### src/rtl/dir_coh_pkg.sv
// Shared encodings for the directory coherence controller.
// Assumes request, message and state codes are fixed two-bit values.
package dir_coh_pkg;
    typedef enum logic [1:0] {ST_UNC = 2'd0, ST_SHR = 2'd1, ST_EXC = 2'd2} dstate_e;
    typedef enum logic [1:0] {RQ_READ = 2'd0, RQ_WRITE = 2'd1, RQ_WBACK = 2'd2} rq_kind_e;
    typedef enum logic [1:0] {MK_DATA = 2'd0, MK_INV = 2'd1, MK_FETCH = 2'd2, MK_GRANT = 2'd3} msg_kind_e;
    typedef enum logic [1:0] {FS_IDLE = 2'd0, FS_INVAL = 2'd1, FS_FETCH = 2'd2} fsm_e;
endpackage

### src/rtl/dir_lowbit.sv
// Lowest-set-bit encoder: returns the index of the least significant set bit.
// Assumes the caller ignores idx when any is low.
module dir_lowbit #(
    parameter int N  = 4,
    parameter int IW = (N > 1) ? $clog2(N) : 1
) (
    input  logic [N-1:0]  vec,
    output logic [IW-1:0] idx,
    output logic          any
);
    // scan from the top so the lowest set bit wins
    always_comb begin
        idx = '0;
        for (int i = N - 1; i >= 0; i--) begin
            if (vec[i]) idx = IW'(i);
        end
        any = |vec;
    end
endmodule

### src/rtl/dir_table.sv
// Directory entry storage: state, sharer vector and owner per block.
// Assumes one combinational read port and one write port, both on the same block.
module dir_table
    import dir_coh_pkg::*;
#(
    parameter int NCACHE = 4,
    parameter int NENT   = 4,
    localparam int CW    = (NCACHE > 1) ? $clog2(NCACHE) : 1,
    localparam int BW    = (NENT > 1) ? $clog2(NENT) : 1
) (
    input  logic              clk,
    input  logic              rst_n,
    input  logic [BW-1:0]     blk,
    output dstate_e           rd_state,
    output logic [NCACHE-1:0] rd_shr,
    output logic [CW-1:0]     rd_own,
    input  logic              we,
    input  dstate_e           wr_state,
    input  logic [NCACHE-1:0] wr_shr,
    input  logic [CW-1:0]     wr_own
);
    dstate_e           st_q  [NENT];
    logic [NCACHE-1:0] shr_q [NENT];
    logic [CW-1:0]     own_q [NENT];

    // read the addressed entry
    always_comb begin
        rd_state = st_q[blk];
        rd_shr   = shr_q[blk];
        rd_own   = own_q[blk];
    end

    // clear all entries on reset, else update the addressed one
    always_ff @(posedge clk) begin
        if (!rst_n) begin
            for (int i = 0; i < NENT; i++) begin
                st_q[i]  <= ST_UNC;
                shr_q[i] <= '0;
                own_q[i] <= '0;
            end
        end else if (we) begin
            st_q[blk]  <= wr_state;
            shr_q[blk] <= wr_shr;
            own_q[blk] <= wr_own;
        end
    end

    // per-entry consistency between state and sharer vector
    for (genvar g = 0; g < NENT; g++) begin : g_chk
        a_r1_unc_empty: assert property (@(posedge clk) disable iff (!rst_n)
            (st_q[g] == ST_UNC) |-> (shr_q[g] == '0));
        a_r4_shr_nonempty: assert property (@(posedge clk) disable iff (!rst_n)
            (st_q[g] == ST_SHR) |-> (shr_q[g] != '0));
        a_r7_exc_sole_owner: assert property (@(posedge clk) disable iff (!rst_n)
            (st_q[g] == ST_EXC) |-> ($onehot(shr_q[g]) && shr_q[g][own_q[g]]));
    end
endmodule

### src/rtl/dir_coherence_ctrl.sv
// Home-node directory controller: serves read/write misses and write-backs,
// collects invalidation acknowledgements and recalls owner data.
// Assumes acks only from invalidated caches, owner data only while a fetch
// is outstanding, and no miss from a block's own owner.
module dir_coherence_ctrl
    import dir_coh_pkg::*;
#(
    parameter int NCACHE = 4,
    parameter int NENT   = 4,
    parameter int DW     = 16,
    localparam int CW    = (NCACHE > 1) ? $clog2(NCACHE) : 1,
    localparam int BW    = (NENT > 1) ? $clog2(NENT) : 1
) (
    input  logic          clk,
    input  logic          rst_n,
    input  logic          req_valid,
    output logic          req_ready,
    input  logic [1:0]    req_type,
    input  logic [CW-1:0] req_src,
    input  logic [BW-1:0] req_blk,
    input  logic [DW-1:0] req_data,
    input  logic          ack_valid,
    input  logic [CW-1:0] ack_src,
    input  logic          fetch_valid,
    input  logic [DW-1:0] fetch_data,
    output logic          msg_valid,
    output logic [1:0]    msg_kind,
    output logic [CW-1:0] msg_dst,
    output logic [DW-1:0] msg_data,
    output logic [BW-1:0] mem_rd_addr,
    input  logic [DW-1:0] mem_rd_data,
    output logic          mem_we,
    output logic [BW-1:0] mem_waddr,
    output logic [DW-1:0] mem_wdata
);
    fsm_e              fsm, n_fsm;
    logic [NCACHE-1:0] todo, n_todo, pend, n_pend;
    logic [CW-1:0]     cur_src;
    logic [BW-1:0]     cur_blk, blk;
    logic              cur_wr, latch;
    logic              n_mv;
    msg_kind_e         n_kind;
    logic [CW-1:0]     n_dst;
    logic [DW-1:0]     n_data;
    dstate_e           rd_state, wr_state;
    logic [NCACHE-1:0] rd_shr, wr_shr, src_bit, cur_bit, ack_bit, others, pend_nx;
    logic [CW-1:0]     rd_own, wr_own, low_idx;
    logic              tbl_we, low_any;

    assign req_ready   = (fsm == FS_IDLE);
    assign blk         = (fsm == FS_IDLE) ? req_blk : cur_blk;
    assign mem_rd_addr = blk;
    assign mem_waddr   = blk;

    dir_table #(.NCACHE(NCACHE), .NENT(NENT)) u_table (
        .clk(clk), .rst_n(rst_n), .blk(blk),
        .rd_state(rd_state), .rd_shr(rd_shr), .rd_own(rd_own),
        .we(tbl_we), .wr_state(wr_state), .wr_shr(wr_shr), .wr_own(wr_own)
    );

    dir_lowbit #(.N(NCACHE)) u_low (.vec(todo), .idx(low_idx), .any(low_any));

    // one-hot decodes of requester, current transaction and acknowledger
    always_comb begin
        src_bit = '0; src_bit[req_src] = 1'b1;
        cur_bit = '0; cur_bit[cur_src] = 1'b1;
        ack_bit = '0;
        if (ack_valid) ack_bit[ack_src] = 1'b1;
        others  = rd_shr & ~src_bit;
        pend_nx = pend & ~ack_bit;
    end

    // directory decision: next state, table update, memory write, message
    always_comb begin
        n_fsm = fsm; n_todo = todo; n_pend = pend; latch = 1'b0;
        tbl_we = 1'b0; wr_state = rd_state; wr_shr = rd_shr; wr_own = rd_own;
        mem_we = 1'b0; mem_wdata = '0;
        n_mv = 1'b0; n_kind = MK_DATA; n_dst = cur_src; n_data = '0;
        unique case (fsm)
            FS_IDLE: if (req_valid) begin
                latch = 1'b1;
                n_dst = req_src;
                case (rq_kind_e'(req_type))
                    RQ_READ: if (rd_state == ST_EXC) begin
                        n_mv = 1'b1; n_kind = MK_FETCH; n_dst = rd_own; n_fsm = FS_FETCH;
                    end else begin
                        n_mv = 1'b1; n_kind = MK_DATA; n_data = mem_rd_data;
                        tbl_we = 1'b1; wr_state = ST_SHR; wr_shr = rd_shr | src_bit;
                    end
                    RQ_WRITE: if (rd_state == ST_EXC) begin
                        n_mv = 1'b1; n_kind = MK_FETCH; n_dst = rd_own; n_fsm = FS_FETCH;
                    end else if (rd_state == ST_SHR && others != '0) begin
                        n_todo = others; n_pend = others; n_fsm = FS_INVAL;
                    end else begin
                        n_mv = 1'b1; n_kind = MK_GRANT; n_data = mem_rd_data;
                        tbl_we = 1'b1; wr_state = ST_EXC; wr_shr = src_bit; wr_own = req_src;
                    end
                    RQ_WBACK: if (rd_state == ST_EXC && rd_own == req_src) begin
                        mem_we = 1'b1; mem_wdata = req_data;
                        tbl_we = 1'b1; wr_state = ST_UNC; wr_shr = '0;
                    end
                    default: ;
                endcase
            end
            FS_INVAL: begin
                n_pend = pend_nx;
                if (low_any) begin
                    n_mv = 1'b1; n_kind = MK_INV; n_dst = low_idx;
                    n_todo = todo; n_todo[low_idx] = 1'b0;
                end else if (pend_nx == '0) begin
                    n_mv = 1'b1; n_kind = MK_GRANT; n_data = mem_rd_data;
                    tbl_we = 1'b1; wr_state = ST_EXC; wr_shr = cur_bit; wr_own = cur_src;
                    n_fsm = FS_IDLE;
                end
            end
            FS_FETCH: if (fetch_valid) begin
                mem_we = 1'b1; mem_wdata = fetch_data;
                n_mv = 1'b1; n_data = fetch_data; tbl_we = 1'b1; n_fsm = FS_IDLE;
                if (cur_wr) begin
                    n_kind = MK_GRANT; wr_state = ST_EXC; wr_shr = cur_bit; wr_own = cur_src;
                end else begin
                    n_kind = MK_DATA; wr_state = ST_SHR; wr_shr = rd_shr | cur_bit;
                end
            end
            default: n_fsm = FS_IDLE;
        endcase
    end

    // register control state, latched request and outgoing message
    always_ff @(posedge clk) begin
        if (!rst_n) begin
            fsm <= FS_IDLE; todo <= '0; pend <= '0;
            cur_src <= '0; cur_blk <= '0; cur_wr <= 1'b0;
            msg_valid <= 1'b0; msg_kind <= MK_DATA; msg_dst <= '0; msg_data <= '0;
        end else begin
            fsm <= n_fsm; todo <= n_todo; pend <= n_pend;
            if (latch) begin
                cur_src <= req_src; cur_blk <= req_blk;
                cur_wr  <= (rq_kind_e'(req_type) == RQ_WRITE);
            end
            msg_valid <= n_mv; msg_kind <= n_kind; msg_dst <= n_dst; msg_data <= n_data;
        end
    end

    a_r5_grant_after_acks: assert property (@(posedge clk) disable iff (!rst_n)
        (msg_valid && msg_kind == MK_GRANT) |-> (pend == '0));
    a_r5_inv_awaits_ack: assert property (@(posedge clk) disable iff (!rst_n)
        (msg_valid && msg_kind == MK_INV) |-> pend[msg_dst]);
    a_r10_ready_after_update: assert property (@(posedge clk) disable iff (!rst_n)
        tbl_we |=> req_ready);
endmodule

### config.mk
export PLATFORM = sky130hd
export DESIGN_NAME = dir_coherence_ctrl
export DESIGN_NICKNAME = d
export VERILOG_FILES = /design/src/rtl/dir_coh_pkg.sv /design/src/rtl/dir_lowbit.sv /design/src/rtl/dir_table.sv /design/src/rtl/dir_coherence_ctrl.sv
export SDC_FILE = /design/constraint.sdc
export NUM_CORES = 1
export LEC_CHECK = 0
export BUFFER_PORTS_ARGS = -buffer_cell sky130_fd_sc_hd__buf_4
export CORE_MARGIN = 2
export CORE_UTILIZATION = 60
export CTS_BUF_LIST = sky130_fd_sc_hd__clkbuf_4 sky130_fd_sc_hd__clkbuf_8
export CTS_CLUSTER_SIZE = 14
export DETAILED_ROUTE_END_ITERATION = 6
export PLACE_DENSITY = 0.95
export SYNTH_ARGS = -nofsm -noshare
export SYNTH_HDL_FRONTEND = slang
export SYNTH_SLANG_ARGS = --single-unit
### constraint.sdc
create_clock -name clk -period 10.1 [get_ports clk]
set_clock_uncertainty 0.05 [all_clocks]
set_input_delay 1.515 -clock clk [delete_from_list [all_inputs] [get_ports clk]]
set_output_delay 1.515 -clock clk [all_outputs]
set_load 0.01 [all_outputs]
==> results of run 1 <==
[cell families (layout without fill, tap and decap cells)]
| kind of cell | count (synthesis) | in the layout | share of synthesized area (%) |
|---|---|---|---|
| buffers and inverters | 50 | 137 | 5.788 |
| DFF | 68 | 68 | 40.73 |
| and+or+nand+nor | 178 | 178 | 23.46 |
| muxes | 5 | 5 | 2.121 |
| AOI/OAI and AO/OA | 141 | 141 | 27.91 |
[registers in the layout, summed over array words and instances, names as in the netlist, 2 cells and up]
| name | flops |
|---|---|
| msg_data | 16 |
| u_table.shr_q | 16 |
| u_table.own_q | 8 |
| u_table.st_q | 8 |
| pend | 4 |
| todo | 4 |
| cur_blk | 2 |
| cur_src | 2 |
| fsm | 2 |
| msg_dst | 2 |
| msg_kind | 2 |
[cell usage in the layout (no fill, tap or decap), drive strengths merged, types with 6 or more instances in the layout]
master,n
dfxtp,36
o21ai,23
a2111oi,12
nor2b,7
o31ai,6
edfxtp,32
nand2b,7
or2,7
and3,16
a22o,32
a211oi,18
clkbuf,9
inv,15
nor4,14
nor2,38
nor3,17
buf,107
nand2,34
nor3b,6
nand3,8
a21oi,18
[layer usage]
metal / share of wire, % / global-route usage (%) / routed length, µm
met5: 0 / 0 / 0
met4: 3.5 / 13.78 / 429
met3: 8.4 / 6.825 / 1042
met2: 50 / 53.71 / 6202
met1: 38 / 42.24 / 4752
[final cells by class]
| cell class | instances | area share (%) |
|---|---|---|
| multi-input combinational | 324 | 43.59 |
| sequential | 68 | 33.19 |
| timing repair buffer | 107 | 15.81 |
| clock buffer | 9 | 2.445 |
| tap | 80 | 1.976 |
| clock inverter | 7 | 1.951 |
| inverter | 14 | 1.037 |
[power by group through the flow]
| stage | Combinational [mW] | Clock [mW] | Sequential (mW) |
|---|---|---|---|
| 2_1_floorplan | 0.0910 | 0 | 0.312 |
| 3_3_place_gp | 0.135 | 0 | 0.314 |
| 3_5_place_dp | 0.140 | 0 | 0.314 |
| 4_1_cts | 0.141 | 0.251 | 0.308 |
| 5_1_grt | 0.155 | 0.263 | 0.310 |
| 6_report | 0.145 | 0.251 | 0.309 |
[worst min-delay path by stage]
stage | end | slack (ns)
floorplan | cur_blk[1] | 0.38
global placement | cur_blk[1] | 0.39
detailed placement | cur_blk[1] | 0.40
CTS | cur_blk[1] | 0.41
global route | cur_blk[1] | 0.45
finish | cur_blk[1] | 0.41
[worst register-to-register path, delay by kind of cell (launching register included)]
kind            cells  cell delay, ns
simple gates        4            1.27
buf+inv             2            0.80
flops               1            0.86
compound gates      3            2.61
[through the flow]
stage                     cells  hold slack, ns
final                       609          0.4068
after detailed placement    592          0.3996
after global routing        609          0.4463
after CTS                   608          0.4100
after floorplan             442          0.3829
after global placement      592          0.3903
==> results.json, run 1 <==
{
  "cp_num_buf_inv": 3,
  "grt_pass1_vias": 3812,
  "cp.depth": 10,
  "synth.distinct_cells": 67,
  "grt_use_total_pct": 32.83,
  "internal_power_mw": 0.4977,
  "grt.overflow.total": 0,
  "worst_slew_pin_slew_ns": 1.282,
  "stdcell_area_um2": 5066,
  "antennaDiodeCount": 0,
  "ys_warn_count": 0,
  "crit_chain": "buf_4 > or3b_1 > and2_1 > inv_2 > o311ai_1 > o31ai_1 > or3_1 > nor3_2 > a22o_1 > buf_4",
  "violations": "DRC",
  "r2r-start": "fsm[1]",
  "synth_area_per_cell_um2": 9.342,
  "p_sw_mw": 0.2073,
  "drive_above_1_share_pct": 30.43,
  "finalSetupTns_ns": 0,
  "cts_htree_levels": 3,
  "maxCapViolCount": 0,
  "antenna_left": 0,
  "r2r-end": "u_table.st_q[1][0]",
  "yosys-top-cells-area": "edfxtp_1 (23%), dfxtp_1 (17%), a22o_1 (6.8%), a2111oi_2 (4.4%), nor2_1 (3.3%)",
  "clock_power_share_pct": 35.6,
  "fp.dieW_um": 86.96,
  "path_class": "in -> out",
  "max_stage_delay_ns": 0.80,
  "cp-startpoint": "req_blk[1]",
  "cts_buffer_depth": 2,
  "area_delta_synth_final_pct": 22.70,
  "vias": 4169,
  "reg2reg_slack_ns": 4.12,
  "synth.cell_area_um2": 4129,
  "routedWlPerCell_um": 20.41,
  "synth_edf_count": 32,
  "cp_top_family": "simple AND/OR/NAND/NOR gates",
  "p_per_area_nw_per_um2": 139.2,
  "synthArstFlopShare_pct": 0,
  "fin_crit_sh_pct": 67.55,
  "hp-start": "cur_blk[1]",
  "syn_inst": 442,
  "path_max_fanout": 34,
  "dieArea_um2": 7561,
  "worstSetupStartpointType": "primary input",
  "power_leakage_nw": 2.022,
  "multiInputGateArea_um2": 2208,
  "final_max_slew_viol_count": 0,
  "min_path_type": "reg -> reg",
  "required_ns": 8.54,
  "synth_area_leader_cell": "edfxtp_1",
  "rsz0062_at_grt": "false",
  "hold_viol_final": 0,
  "register_area_um2": 1682,
  "clk_latency_ns": 0.37,
  "ctsResizeCount": 0,
  "fp.coreArea_um2": 6719,
  "drcViolationCount": 1,
  "io_pins": 104,
  "cts_hold_buf": 0,
  "finish.utilization_pct": 75.40,
  "die-height_um": 86.96,
  "drt_iter0_markers": 477,
  "pwr-share-comb_pct": 20.6,
  "fin_crit_ns": 6.823,
  "status": "finished, violations left",
  "hold_depth": 2,
  "path_common_cell": "buf_4",
  "wl_mm": 12.43,
  "grt_max_degree": 35,
  "p_total_mw": 0.7050,
  "slew_headroom_pct": 13.81,
  "final.setup.worst_slack_ns": 3.277,
  "nNetsFinal": 585,
  "row_count": 30,
  "synth.net_count": 503,
  "antenna_found_initial": 0,
  "setup_viol_count_final": 0,
  "pre_cts_ws_ns": 3.373,
  "endpoint": "mem_wdata[10]",
  "numCtsBuffers": 9,
  "arrival_ns": 5.26,
  "gp_congestion": 1.015,
  "grt_first_pass_wirelength_mm": 19.24,
  "peakVddDrop_uv": 74.03,
  "clk_pin_slew_ns": 0.08,
  "fillers": 458,
  "postCtsSetupRepairBufs": 0,
  "swShare_pct": 29.40,
  "worstRegToRegCells": 9,
  "ys.flop_type": "dfxtp_1",
  "seq_power_share_pct": 43.8,
  "cts_sinks": 68,
  "portBuffers": 103,
  "end_kind": "output pin",
  "vias_per_cell": 6.846,
  "crit_path_top_delay_cell": "nor3_2",
  "synth_seq_area_share_pct": 40.73,
  "start_util_pct": 61.45,
  "cts_root_buf": "clkbuf_8",
  "cts_tree": "yes",
  "detailed_place_hpwl_mm": 8.897,
  "synth_seq_cells": 68,
  "max_freq_mhz": 146.6,
  "synth_top_area_share_pct": 23.27,
  "placedInstanceArea_um2": 4838,
  "synth_commonest_cells": "dfxtp_1 (36), nor2_1 (36), nand2_1 (34)",
  "dr.pass1.iters": 7
}
No activity file was read; power rests on OpenSTA's default activity.
==> run 2: changes to the inputs <==
Settings changed: CORE_UTILIZATION 60 to 55, PLACE_DENSITY 0.95 to 0.92.
Clock period 10.1 ns to 7 ns, I/O delays scaled along.
==> results.json, run 2 (synthesis gave the netlist of run 1 again) <==
{
  "status": "finished clean",
  "antenna_found_initial": 0,
  "hold_viol_final": 0,
  "ctsResizeCount": 0,
  "required_ns": 5.90,
  "drive_above_1_share_pct": 30.83,
  "antennaDiodeCount": 0,
  "grt_first_pass_wirelength_mm": 19.46,
  "cts_tree": "yes",
  "drcViolationCount": 0,
  "dieArea_um2": 8217,
  "start_util_pct": 56.93,
  "antenna_left": 0,
  "fillers": 515,
  "drt_iter0_markers": 455,
  "final.setup.worst_slack_ns": 1.319,
  "nNetsFinal": 588,
  "hold_depth": 2,
  "numCtsBuffers": 9,
  "worstSetupStartpointType": "flop",
  "stdcell_count": 631,
  "gp_congestion": 0.9573,
  "pre_cts_ws_ns": 1.426,
  "final_cell_mix": "buf_4 (110), nor2_1 (36), dfxtp_1 (36)",
  "worst_slew_pin_slew_ns": 1.191,
  "fp.coreArea_um2": 7253,
  "finish.utilization_pct": 70.23,
  "path_class": "reg -> out",
  "fin_crit_ns": 5.681,
  "end_kind": "output pin",
  "fp.dieW_um": 90.65,
  "final_max_slew_viol_count": 0,
  "vias_per_cell": 6.458,
  "routedWlPerCell_um": 19.21,
  "max_freq_mhz": 176.0,
  "clk_pin_slew_ns": 0.07,
  "cts_htree_levels": 3,
  "setup_viol_count_final": 0,
  "wl_mm": 12.12,
  "seq_power_share_pct": 45.2,
  "slew_headroom_pct": 20.44,
  "cts_sinks": 68,
  "die-height_um": 90.65,
  "dr.pass1.iters": 6,
  "cts_root_buf": "clkbuf_8",
  "clk_latency_ns": 0.35,
  "io_pins": 104,
  "clock_power_share_pct": 33.5,
  "path_max_fanout": 33,
  "pwr-share-comb_pct": 21.4,
  "p_per_area_nw_per_um2": 193.4,
  "cts_buffer_depth": 2,
  "placedInstanceArea_um2": 4885,
  "vias": 4075,
  "largest_registers": "msg_data: 16 flops, u_table.shr_q: 16 flops",
  "fin_crit_sh_pct": 81.15,
  "final_common_cell": "buf_4",
  "stdcell_area_um2": 5094,
  "postCtsSetupRepairBufs": 0,
  "power_leakage_nw": 2.034,
  "detailed_place_hpwl_mm": 8.899,
  "grt.overflow.total": 0,
  "post-place-cells": 614,
  "peakVddDrop_uv": 101.7,
  "internal_power_mw": 0.6997,
  "hold_slack_ns": 0.4119,
  "row_count": 31,
  "worstRegToRegCells": 9,
  "grt_use_total_pct": 29.45,
  "portBuffers": 103,
  "cts_hold_buf": 0,
  "arrival_ns": 4.58,
  "grt_max_degree": 35,
  "p_total_mw": 0.9851,
  "min_path_type": "reg -> reg",
  "finalSetupTns_ns": 0,
  "grt_pass1_vias": 3844,
  "swShare_pct": 28.97,
  "area_delta_synth_final_pct": 23.36,
  "maxCapViolCount": 0,
  "p_sw_mw": 0.2854,
  "rsz0062_at_grt": "false"
}
-- run 2: changes by cell type in the layout (fill, tap and decap cells not counted) --
cell,previous run,this run
clkinv_2,1,2
inv_6,1,0
buf_2,1,0
bufinv_16,2,1
buf_4,106,110
clkinvlp_4,1,0
clkbuf_4,0,2
clkinv_4,2,1
clkbuf_8,9,10
-- run 2: final cells by class --
| cell class | instances | area [µm²] | share of cell area, % |
|---|---|---|---|
| multi-input combinational | 324 | 2208 | 43.36 |
| sequential | 68 | 1682 | 33.01 |
| timing repair buffer | 110 | 825.8 | 16.21 |
| clock buffer | 12 | 152.6 | 2.997 |
| tap | 99 | 123.9 | 2.432 |
| inverter | 14 | 52.55 | 1.032 |
| clock inverter | 4 | 48.80 | 0.9580 |
-- run 2: critical path: stages, from the launching register on --
cell and delay (ns):
dfxtp_1 0.85, nor3b_2 0.15, nor2_2 0.59, inv_2 0.47, nor3b_1 0.31, o31ai_1 0.10
buf_4 0.21, or3_1 0.32, nor3_2 0.81, a22o_1 0.27, buf_4 0.13
-- run 2: worst paths after layout --
path | from | to | slack, ns
hold reg to reg | cur_blk[1] | cur_blk[1] | 0.41
setup / recovery | fsm[1] | mem_wdata[4] | 1.32
hold / removal | cur_blk[1] | cur_blk[1] | 0.41
setup reg to reg | fsm[1] | u_table.shr_q[3][1] | 2.11
-- run 2: power by group through the flow --
stage	combinational (mW)	clock, mW	sequential (mW)
floorplan	0.131	0	0.451
global placement	0.199	0	0.453
detailed placement	0.204	0	0.453
CTS	0.205	0.330	0.445
global route	0.225	0.349	0.447
finish	0.211	0.330	0.445
-- run 2: routing by layer --
layer	track usage [%]	vias up	wire [µm]
met1	38.37	1904	4728
met5	0	-	0
li1	-	1884	-
met2	47.82	235	6064
met3	6.427	52	1006
met4	11.54	0	325
